===== config.mk =====
export PLATFORM = sky130hd
export DESIGN_NAME = adc_spi_target
export DESIGN_NICKNAME = d
export VERILOG_FILES = /design/src/rtl/adc_spi_pkg.sv /design/src/rtl/adc_spi_ctrl.sv /design/src/rtl/adc_spi_regs.sv /design/src/rtl/adc_spi_target.sv
export SDC_FILE = /design/constraint.sdc
export NUM_CORES = 1
export LEC_CHECK = 0
export ABC_AREA = 1
export BUFFER_PORTS_ARGS = -buffer_cell sky130_fd_sc_hd__clkbuf_2
export CORE_MARGIN = 8
export CORE_UTILIZATION = 44
export CTS_BUF_LIST = sky130_fd_sc_hd__clkbuf_4 sky130_fd_sc_hd__clkbuf_8
export CTS_CLUSTER_SIZE = 10
export DETAILED_ROUTE_END_ITERATION = 12
export HOLD_SLACK_MARGIN = 0.08
export PLACE_DENSITY = 0.7
export SYNTH_ARGS = -nofsm -noshare
export SYNTH_HDL_FRONTEND = slang
export SYNTH_SLANG_ARGS = --single-unit

===== constraint.sdc =====
create_clock -name clk -period 2.7 [get_ports clk]
set_clock_uncertainty 0.2 [all_clocks]
set_input_delay 0.405 -clock clk [delete_from_list [all_inputs] [get_ports clk]]
set_output_delay 0.405 -clock clk [all_outputs]
set_load 0.01 [all_outputs]

===== src/rtl/adc_spi_pkg.sv =====
package adc_spi_pkg;

  localparam int REG_AW = 15;
  localparam int REG_DW = 8;

  localparam logic [REG_AW-1:0] ADR_CFG_A   = 15'h0000;
  localparam logic [REG_AW-1:0] ADR_CFG_B   = 15'h0001;
  localparam logic [REG_AW-1:0] ADR_REV     = 15'h0006;
  localparam logic [REG_AW-1:0] ADR_ID_LO   = 15'h000C;
  localparam logic [REG_AW-1:0] ADR_ID_HI   = 15'h000D;
  localparam logic [REG_AW-1:0] ADR_UPDATE  = 15'h000F;
  localparam logic [REG_AW-1:0] ADR_CTRL    = 15'h0100;
  localparam logic [REG_AW-1:0] ADR_STATUS  = 15'h0103;
  localparam logic [REG_AW-1:0] ADR_VOLT_LO = 15'h0200;
  localparam logic [REG_AW-1:0] ADR_VOLT_HI = 15'h0201;
  localparam logic [REG_AW-1:0] ADR_CURR_LO = 15'h0202;
  localparam logic [REG_AW-1:0] ADR_CURR_HI = 15'h0203;

  // Strobes from the serial control to the register datapath.
  typedef struct packed {
    logic              sel;
    logic              txLoad;
    logic              txShift;
    logic              wrEn;
    logic [REG_DW-1:0] wrData;
    logic              commit;
    logic [REG_AW-1:0] addr;
  } strobe_t;

endpackage


===== src/rtl/adc_spi_ctrl.sv =====
module adc_spi_ctrl
  import adc_spi_pkg::*;
#(
  parameter int SYNC_STAGES = 2
) (
  input  logic    clk,
  input  logic    rstN,
  input  logic    sclk,
  input  logic    csN,
  input  logic    mosi,
  output strobe_t strb
);

  localparam int BIT_W = $clog2(REG_DW);
  localparam logic [BIT_W-1:0] LAST_BIT = BIT_W'(REG_DW - 1);

  logic [SYNC_STAGES:0]   sclkPipe;
  logic [SYNC_STAGES-1:0] csnPipe;
  logic [SYNC_STAGES-1:0] mosiPipe;

  logic              sel, sclkRise, sclkFall, mosiQ;
  logic [BIT_W-1:0]  bitCnt;
  logic              inData, hdrSecond, isRead;
  logic [REG_DW-2:0] addrHi;
  logic [REG_DW-1:0] rxShift, rxNext;
  logic [REG_AW-1:0] addr;
  logic [1:0]        seqStep, seqNext;
  logic              seqDone, byteDone;

  assign sel      = !csnPipe[SYNC_STAGES-1];
  assign sclkRise =  sclkPipe[SYNC_STAGES-1] && !sclkPipe[SYNC_STAGES];
  assign sclkFall = !sclkPipe[SYNC_STAGES-1] &&  sclkPipe[SYNC_STAGES];
  assign mosiQ    =  mosiPipe[SYNC_STAGES-1];
  assign rxNext   = {rxShift[REG_DW-2:0], mosiQ};
  assign byteDone = sel && sclkRise && (bitCnt == LAST_BIT);

  // Descending-order tracker for the four data bytes.
  always_comb begin
    seqNext = 2'd0;
    seqDone = 1'b0;
    unique case (addr)
      ADR_CURR_HI: seqNext = 2'd1;
      ADR_CURR_LO: seqNext = (seqStep == 2'd1) ? 2'd2 : 2'd0;
      ADR_VOLT_HI: seqNext = (seqStep == 2'd2) ? 2'd3 : 2'd0;
      ADR_VOLT_LO: seqDone = (seqStep == 2'd3);
      default:     seqNext = 2'd0;
    endcase
  end

  always_ff @(posedge clk or negedge rstN) begin
    if (!rstN) begin
      sclkPipe  <= '0;
      csnPipe   <= '1;
      mosiPipe  <= '0;
      bitCnt    <= '0;
      inData    <= 1'b0;
      hdrSecond <= 1'b0;
      isRead    <= 1'b0;
      addrHi    <= '0;
      rxShift   <= '0;
      addr      <= '0;
      seqStep   <= 2'd0;
    end else begin
      sclkPipe <= {sclkPipe[SYNC_STAGES-1:0], sclk};
      csnPipe  <= {csnPipe[SYNC_STAGES-2:0], csN};
      mosiPipe <= {mosiPipe[SYNC_STAGES-2:0], mosi};
      if (!sel) begin
        bitCnt    <= '0;
        inData    <= 1'b0;
        hdrSecond <= 1'b0;
        seqStep   <= 2'd0;
      end else if (sclkRise) begin
        rxShift <= rxNext;
        bitCnt  <= bitCnt + 1'b1;
        if (bitCnt == LAST_BIT) begin
          if (inData) begin
            addr <= addr - 1'b1;
            if (isRead) seqStep <= seqNext;
          end else if (!hdrSecond) begin
            isRead    <= rxNext[REG_DW-1];
            addrHi    <= rxNext[REG_DW-2:0];
            hdrSecond <= 1'b1;
          end else begin
            addr   <= {addrHi, rxNext};
            inData <= 1'b1;
          end
        end
      end
    end
  end

  always_comb begin
    strb.sel     = sel;
    strb.txLoad  = sel && sclkFall && inData && (bitCnt == '0);
    strb.txShift = sel && sclkFall && inData && (bitCnt != '0);
    strb.wrEn    = byteDone && inData && !isRead;
    strb.wrData  = rxNext;
    strb.commit  = byteDone && inData && isRead && seqDone;
    strb.addr    = addr;
  end

  AST_ADDR_STEP: assert property (@(posedge clk) disable iff (!rstN)
    (byteDone && inData) |=> (addr == $past(addr) - 1'b1));

endmodule


===== src/rtl/adc_spi_regs.sv =====
module adc_spi_regs
  import adc_spi_pkg::*;
#(
  parameter int          SAMPLE_W     = 12,
  parameter int          READY_CYCLES = 1000,
  parameter logic [7:0]  CHIP_REV     = 8'h02,
  parameter logic [7:0]  ID_LO        = 8'h51,
  parameter logic [7:0]  ID_HI        = 8'h04,
  parameter logic [7:0]  CFG_A_RST    = 8'h99,
  parameter logic [7:0]  CFG_B_RST    = 8'h00
) (
  input  logic                clk,
  input  logic                rstN,
  input  strobe_t             strb,
  input  logic                sampleValid,
  input  logic [SAMPLE_W-1:0] sampleVolt,
  input  logic [SAMPLE_W-1:0] sampleCurr,
  output logic                miso
);

  localparam int HI_W  = SAMPLE_W - REG_DW;
  localparam int CNT_W = $clog2(READY_CYCLES + 1);
  localparam logic [CNT_W-1:0] CNT_END = CNT_W'(READY_CYCLES);

  logic [REG_DW-1:0]   cfgA, cfgB, updReg, ctrlReg, rdData, txReg;
  logic [SAMPLE_W-1:0] shVolt, shCurr, dVolt, dCurr;
  logic [CNT_W-1:0]    readyCnt;
  logic                ready;

  always_ff @(posedge clk or negedge rstN) begin
    if (!rstN) begin
      readyCnt <= '0;
      ready    <= 1'b0;
    end else if (readyCnt != CNT_END) begin
      readyCnt <= readyCnt + 1'b1;
    end else begin
      ready <= 1'b1;
    end
  end

  always_ff @(posedge clk or negedge rstN) begin
    if (!rstN) begin
      cfgA    <= CFG_A_RST;
      cfgB    <= CFG_B_RST;
      updReg  <= '0;
      ctrlReg <= '0;
    end else if (strb.wrEn) begin
      unique case (strb.addr)
        ADR_CFG_A:  cfgA    <= strb.wrData;
        ADR_CFG_B:  cfgB    <= strb.wrData;
        ADR_UPDATE: updReg  <= strb.wrData;
        ADR_CTRL:   ctrlReg <= strb.wrData;
        default:    ;
      endcase
    end
  end

  always_ff @(posedge clk or negedge rstN) begin
    if (!rstN) begin
      shVolt <= '0;
      shCurr <= '0;
      dVolt  <= '0;
      dCurr  <= '0;
    end else begin
      if (sampleValid) begin
        shVolt <= sampleVolt;
        shCurr <= sampleCurr;
      end
      if (strb.commit) begin
        dVolt <= shVolt;
        dCurr <= shCurr;
      end
    end
  end

  always_comb begin
    rdData = '0;
    unique case (strb.addr)
      ADR_CFG_A:   rdData = cfgA;
      ADR_CFG_B:   rdData = cfgB;
      ADR_REV:     rdData = CHIP_REV;
      ADR_ID_LO:   rdData = ID_LO;
      ADR_ID_HI:   rdData = ID_HI;
      ADR_UPDATE:  rdData = updReg;
      ADR_CTRL:    rdData = ctrlReg;
      ADR_STATUS:  rdData = {{(REG_DW-1){1'b0}}, ready};
      ADR_VOLT_LO: rdData = dVolt[REG_DW-1:0];
      ADR_VOLT_HI: rdData[HI_W-1:0] = dVolt[SAMPLE_W-1:REG_DW];
      ADR_CURR_LO: rdData = dCurr[REG_DW-1:0];
      ADR_CURR_HI: rdData[HI_W-1:0] = dCurr[SAMPLE_W-1:REG_DW];
      default:     rdData = '0;
    endcase
  end

  always_ff @(posedge clk or negedge rstN) begin
    if (!rstN)             txReg <= '0;
    else if (!strb.sel)    txReg <= '0;
    else if (strb.txLoad)  txReg <= rdData;
    else if (strb.txShift) txReg <= {txReg[REG_DW-2:0], 1'b0};
  end

  assign miso = strb.sel && txReg[REG_DW-1];

  AST_DATA_HOLD: assert property (@(posedge clk) disable iff (!rstN)
    !strb.commit |=> ($stable(dVolt) && $stable(dCurr)));
  AST_CFG_WRITE_ONLY: assert property (@(posedge clk) disable iff (!rstN)
    !$stable(cfgA) |-> $past(strb.wrEn && strb.addr == ADR_CFG_A));
  AST_READY_STICKY: assert property (@(posedge clk) disable iff (!rstN)
    ready |=> ready);
  AST_COMMIT_ADDR: assert property (@(posedge clk) disable iff (!rstN)
    strb.commit |-> (strb.addr == ADR_VOLT_LO && !strb.wrEn));

endmodule


===== src/rtl/adc_spi_target.sv =====
module adc_spi_target
  import adc_spi_pkg::*;
#(
  parameter int SAMPLE_W     = 12,
  parameter int READY_CYCLES = 1000,
  parameter int SYNC_STAGES  = 2
) (
  input  logic                clk,
  input  logic                rstN,
  input  logic                sclk,
  input  logic                csN,
  input  logic                mosi,
  output logic                miso,
  input  logic                sampleValid,
  input  logic [SAMPLE_W-1:0] sampleVolt,
  input  logic [SAMPLE_W-1:0] sampleCurr
);

  strobe_t strb;

  adc_spi_ctrl #(.SYNC_STAGES(SYNC_STAGES)) u_ctrl (
    .clk  (clk),
    .rstN (rstN),
    .sclk (sclk),
    .csN  (csN),
    .mosi (mosi),
    .strb (strb)
  );

  adc_spi_regs #(.SAMPLE_W(SAMPLE_W), .READY_CYCLES(READY_CYCLES)) u_regs (
    .clk         (clk),
    .rstN        (rstN),
    .strb        (strb),
    .sampleValid (sampleValid),
    .sampleVolt  (sampleVolt),
    .sampleCurr  (sampleCurr),
    .miso        (miso)
  );

endmodule


* Word level (Yosys, flattened, before mapping) *
Cells that the tools add are included.

operators by class
  add/subtract/negate cells = 3
  multipliers = 0
  divide/modulo/power cells = 0
  magnitude comparators = 0
  equal/unequal tests = 17
  shift-type cells = 0
  muxes and demuxes = 27
  bitwise logic cells = 3
  reduce and logical (&&, ||, !) cells = 36

operators with widths
  operator               count
  $eq 15x10->1 const B   4
  $pmux 4 s12            1
  $eq 15x4->1 const B    3
  $eq 15x9->1 const B    2
  $mux 15                2
  $pmux 4 s7             1
  $mux 8                 3
  $eq 15x1->1 const B    1
  $eq 15x3->1 const B    1
  $logic_not 15->1       1
  $sub 15x1->15 const B  1
  $mux 2                 7
  $logic_and 1x1->1      13
  $reduce_and 2->1       6
  $add 10x1->10 const B  1
  $mux 1                 10
  $ne 10x10->1 const B   1
  $reduce_bool 2->1      5
  $reduce_and 4->1       2
  $mux 3                 2
  $pmux 2 s3             1
  $reduce_bool 3->1      2
  $reduce_and 5->1       1
  $eq 2x2->1 const B     2
  8 further kinds        13

storage, ports and cells
  register bits = 143
  bits in latches = 0
  memory bits (writable) = 0
  ROM bits = 0
  bits of input ports = 30
  output and inout port bits = 1
  word-level logic and storage cells = 108
  memories = 0

* Longest topological paths before layout *
  word-level depth = 8
  depth in mapped cells = 14
  gate-level depth less buffers = 14

* By module *
Synthesis repeated with hierarchy kept, for this count alone.

unflattened totals
  cell total of the unflattened synthesis = 848
  area, all modules = 7090.6 sq um

by module, submodules not included
  module        times used  cells each  area an instance (sq um)  sequential area each (sq um)
  adc_spi_regs  1           537         4684.5                    2482.4
  adc_spi_ctrl  1           311         2406.1                    1103.6

* Worst setup path after synthesis *
No wires, ideal clock.

  kind = flip-flop to flip-flop
  start point = reg u_ctrl.bitCnt[0]
  end point = reg u_regs.dCurr[0]
  library setup time = 0.121 ns
  arrival = 1.536 ns
  required time = 2.379 ns
  slack = 0.843 ns
  cell stages (with the launch flop) = 12
  path buffers = 2
  clock period less this slack = 1.857 ns
  path through = dfrtp_1 -> ha_1 -> ha_1 -> nand2_1 -> nor3_1 -> inv_1 -> nor2_1 -> nand4_1 -> buf_6 -> buf_6 -> nand2_1 -> o21ai_1

on the way
  cells in the longest elaborated chain, start to end = 5

RTL lines
  item                            line                RTL
  start, declared                 adc_spi_ctrl.sv:22  logic [BIT_W-1:0] bitCnt;
  start signal, assigned          adc_spi_ctrl.sv:74  bitCnt <= bitCnt + 1'b1;
  $eq 3x3->1                      adc_spi_ctrl.sv:35  assign byteDone = sel && sclkRise && (bitCnt == LAST_BIT);
  $logic_and 1x1->1               adc_spi_ctrl.sv:35
  $logic_and 1x1->1 (3 in a row)  adc_spi_ctrl.sv:98  strb.commit = byteDone && inData && isRead && seqDone;
  end signal, assigned            adc_spi_regs.sv:71  dCurr <= shCurr;
  end, declared                   adc_spi_regs.sv:26  logic [SAMPLE_W-1:0] shVolt, shCurr, dVolt, dCurr;

Every way passes these cells.
A chain may end at the register's enable or synchronous reset.

* Worst setup path in the final report *
  start point = reg u_ctrl.bitCnt[1]
  end point = reg u_ctrl.isRead

on the way
  cells in the longest elaborated chain, start to end = 2

RTL lines
  item                               line                RTL
  $eq 3x3->1                         adc_spi_ctrl.sv:75  if (bitCnt == LAST_BIT) begin
  $reduce_and 5->1 (no source line)  n/a
  end signal, assigned               adc_spi_ctrl.sv:80  isRead <= rxNext[REG_DW-1];
  end, declared                      adc_spi_ctrl.sv:23  logic inData, hdrSecond, isRead;

Every way passes these cells.

==> results_dict.tcl <==
set metrics [dict create \
    status "finished clean" \
    syn_area_per_cell_um2 8.40 \
    r2r_end "u_ctrl.isRead" \
    viasPerCell 5.04 \
    vias 5327 \
    power_frac_clock_pct 41.1 \
    finalCriticalPeriod_ns 2.15 \
    clock_path_buffers 2 \
    worstPathRequired_ns 2.78 \
    rsz0062_at_grt "no" \
    p_sw_uw 1080 \
    worst_r2r_path_depth 7 \
    synth_nets 839 \
    die-height_um 139 \
    drv_cap 0 \
    vdd_drop_max_v 0.000453 \
    rows 45 \
    fin_tns_setup_ns 0 \
    yosysWarningCount 0 \
    fin_area_um2 7690 \
    grt_pass1_vias 5235 \
    crit_type "flop to flop" \
    slew_headroom_pct 42.7 \
    cpMostUsedCell "ha_1" \
    drtIter0Drc 388 \
    async_flop_share_pct 100 \
    ys.flop_type "dfrtp_1" \
    hold_path.class "flop to flop" \
    cp-start-kind "flop" \
    post_cts_buffers 0 \
    die_area_um2 19500 \
    path_cells "ha_1, ha_1, nand2_1, inv_1, nand3_1, nor2_1, o21ai_0" \
    arrival_ns 2.23 \
    portBuffers 30 \
    comb_power_share_pct 5.9 \
    cts_buffers 17 \
    cts_max_level 4 \
    first_pass_iters 5 \
    powerDensity_nw_per_um2 548 \
    grt_pass1_wl_um 25200 \
    place_hpwl_um 9980 \
    cpPeakStageDelay_ns 0.67 \
    n_antenna_cell 0 \
    grt_use_total_pct 15.9 \
    rrSetupSlack_ns 0.55 \
    cts_sinks 143 \
    drv_slew 0 \
    io_pins 31 \
    netlist_instances 799 \
    endpoint_kind "flop" \
    grt_max_degree 62 \
    synth-seq-cells 143 \
    critPathTopFamily "simple AND/OR/NAND/NOR gates" \
    syn-cell-area_um2 6710 \
    place_area_um2 7010 \
    worstMarginPinSlew_ns 0.857 \
    wl_um 14600 \
    ant_nets 0 \
    period_share_pct 79.5 \
    routedWlPerCell_um 13.8 \
    nets 897 \
    routabilityCongestion 0.849 \
    coreArea_um2 15000 \
    gr-total-overflow 0 \
    start_util_pct 44.6 \
    p_leak_uw 0.00380 \
    cts_tree "built" \
    fill_cells 1401 \
    insertion_delay_ns 0.45 \
    drive_above_1_share_pct 13.8 \
    seq_area_frac_synth_pct 53.4 \
    p_seq_share_pct 53.0 \
    synth_edf_count 0 \
    die_x_um 139 \
    reg2reg_from "u_ctrl.bitCnt[1]" \
    power_uw 4220 \
    synth_cell_types 34 \
    min-delay-start "u_ctrl.mosiPipe[0]" \
    finalSetupViolations 0 \
    critPathSlowestCell "nor2_1" \
    hold_end "u_ctrl.mosiPipe[1]" \
    antenna_found_initial 0 \
    cts-root-buf "clkbuf_8" \
    area_growth_pct 14.7 \
    drc 0 \
    switching_share_pct 25.5 \
    hold_viol 0 \
    power.internal_uw 3140 \
    critical_path_buf_inv_count 1 \
    critPathMaxFanout 16 \
    clock.fmax_ghz 0.466 \
    clk_pin_slew_ns 0.08 \
    hold_depth 0 \
]
## power by group through the flow
stage               registers, µW  logic (µW)  clock network, µW
floorplan                    2270        99.7                  0
global placement             2280         216                  0
detailed placement           2280         220                  0
CTS                          2240         252               1760
global route                 2240         283               1860
finish                       2240         251               1730
## Yosys cell counts (all sizes together), types with 2 or more instances
master    n  area, µm²
a21oi    23        115
a22oi     2       15.0
buf      19        134
clkbuf    9       33.8
dfrtp   137       3430
dfstp     6        158
ha       10        125
inv      90        338
nand2   221        845
nand3    65        335
nand4     4       25.0
nor2     59        300
nor3      5       25.0
o21ai   127        658
o22ai     2       12.5
o31ai     2       15.0
xnor2     2       17.5
xor2     10       87.6
## flip-flops by register name, summed over array words and instances (netlist names), 7 cells and up
register,cells
u_ctrl.addr,15
u_regs.dCurr,12
u_regs.dVolt,12
u_regs.shCurr,12
u_regs.shVolt,12
u_regs.readyCnt,10
u_regs.cfgA,8
u_regs.cfgB,8
u_regs.ctrlReg,8
u_regs.txReg,8
u_regs.updReg,8
u_ctrl.addrHi,7
u_ctrl.rxShift,7
## cell families (layout without fill, tap and decap cells)
kind of cell	after synthesis	in the layout	synth area share, %
DFF	143	143	53.4
buffers and inverters	118	188	7.53
AOI/OAI and AO/OA	160	160	12.6
and+or+nand+nor	356	356	23.0
xor gates and xnor gates	12	12	1.57
adders and majority gates	10	10	1.86
## final cells by class
class / count / area [µm²] / share of cell area (%)
clock inverters: 13 / 153 / 1.98
inverters: 90 / 338 / 4.39
clock buffers: 18 / 248 / 3.22
multi-input cells: 538 / 2620 / 34.0
repair buffers: 67 / 517 / 6.72
flip-flops and latches: 143 / 3590 / 46.6
well taps: 188 / 235 / 3.06
## metal layers
metal	global-route usage, %	vias up	part of all wire (%)
met4	5.03	0	1.3
met2	26.0	114	48
met1	20.5	2500	46
met5	0	-	0
li1	-	2695	-
met3	3.97	18	5.0
## how the worst max path moves through the flow
stage	from	to	cells after the start
floorplan	u_ctrl.bitCnt[0]	u_regs.dCurr[0]	11
global placement	u_ctrl.addr[0]	u_regs.dVolt[5]	10
detailed placement	u_ctrl.addr[0]	u_regs.dVolt[5]	10
CTS	u_ctrl.addr[0]	u_regs.dVolt[5]	10
global route	u_ctrl.bitCnt[1]	u_ctrl.addrHi[0]	8
finish	u_ctrl.bitCnt[1]	u_ctrl.isRead	7
## cell usage in the layout, fill, tap and decap left out, types with 4 or more instances in the layout
| cell type | instances |
|---|---|
| dfrtp_1 | 137 |
| nor2_1 | 43 |
| nand2_2 | 6 |
| dlygate4sd3_1 | 28 |
| a21oi_1 | 23 |
| ha_1 | 10 |
| nand3_1 | 63 |
| inv_1 | 76 |
| xor2_1 | 10 |
| o21ai_0 | 68 |
| nor3_1 | 5 |
| nand2_1 | 215 |
| nor2_4 | 5 |
| clkbuf_8 | 18 |
| nand4_1 | 4 |
| o21ai_1 | 53 |
| nor2_2 | 10 |
| inv_2 | 14 |
| buf_4 | 8 |
| o21ai_2 | 6 |
| dfstp_2 | 6 |
| inv_6 | 5 |
| clkbuf_2 | 29 |
## metrics by stage
| stage | util, % | std cells | setup WS (ns) | hold WS, ns |
|---|---|---|---|---|
| finish | 51.2 | 1057 | 0.555 | 0.153 |
| global route | 51.2 | 1057 | 0.295 | 0.164 |
| CTS | 51.2 | 1057 | 0.542 | 0.157 |
| detailed placement | 46.7 | 998 | 0.553 | 0.140 |
| global placement | 46.7 | 998 | 0.614 | 0.134 |
| floorplan | - | 799 | 0.843 | -0.0906 |
## timing repair
item	4_1_cts	5_1_grt
gates resized for setup	0	0
endpoints found under the hold margin	85	0
hold buffers	28	0
endpoints found under the setup margin	0	0
No activity file was read; power rests on OpenSTA's default activity.
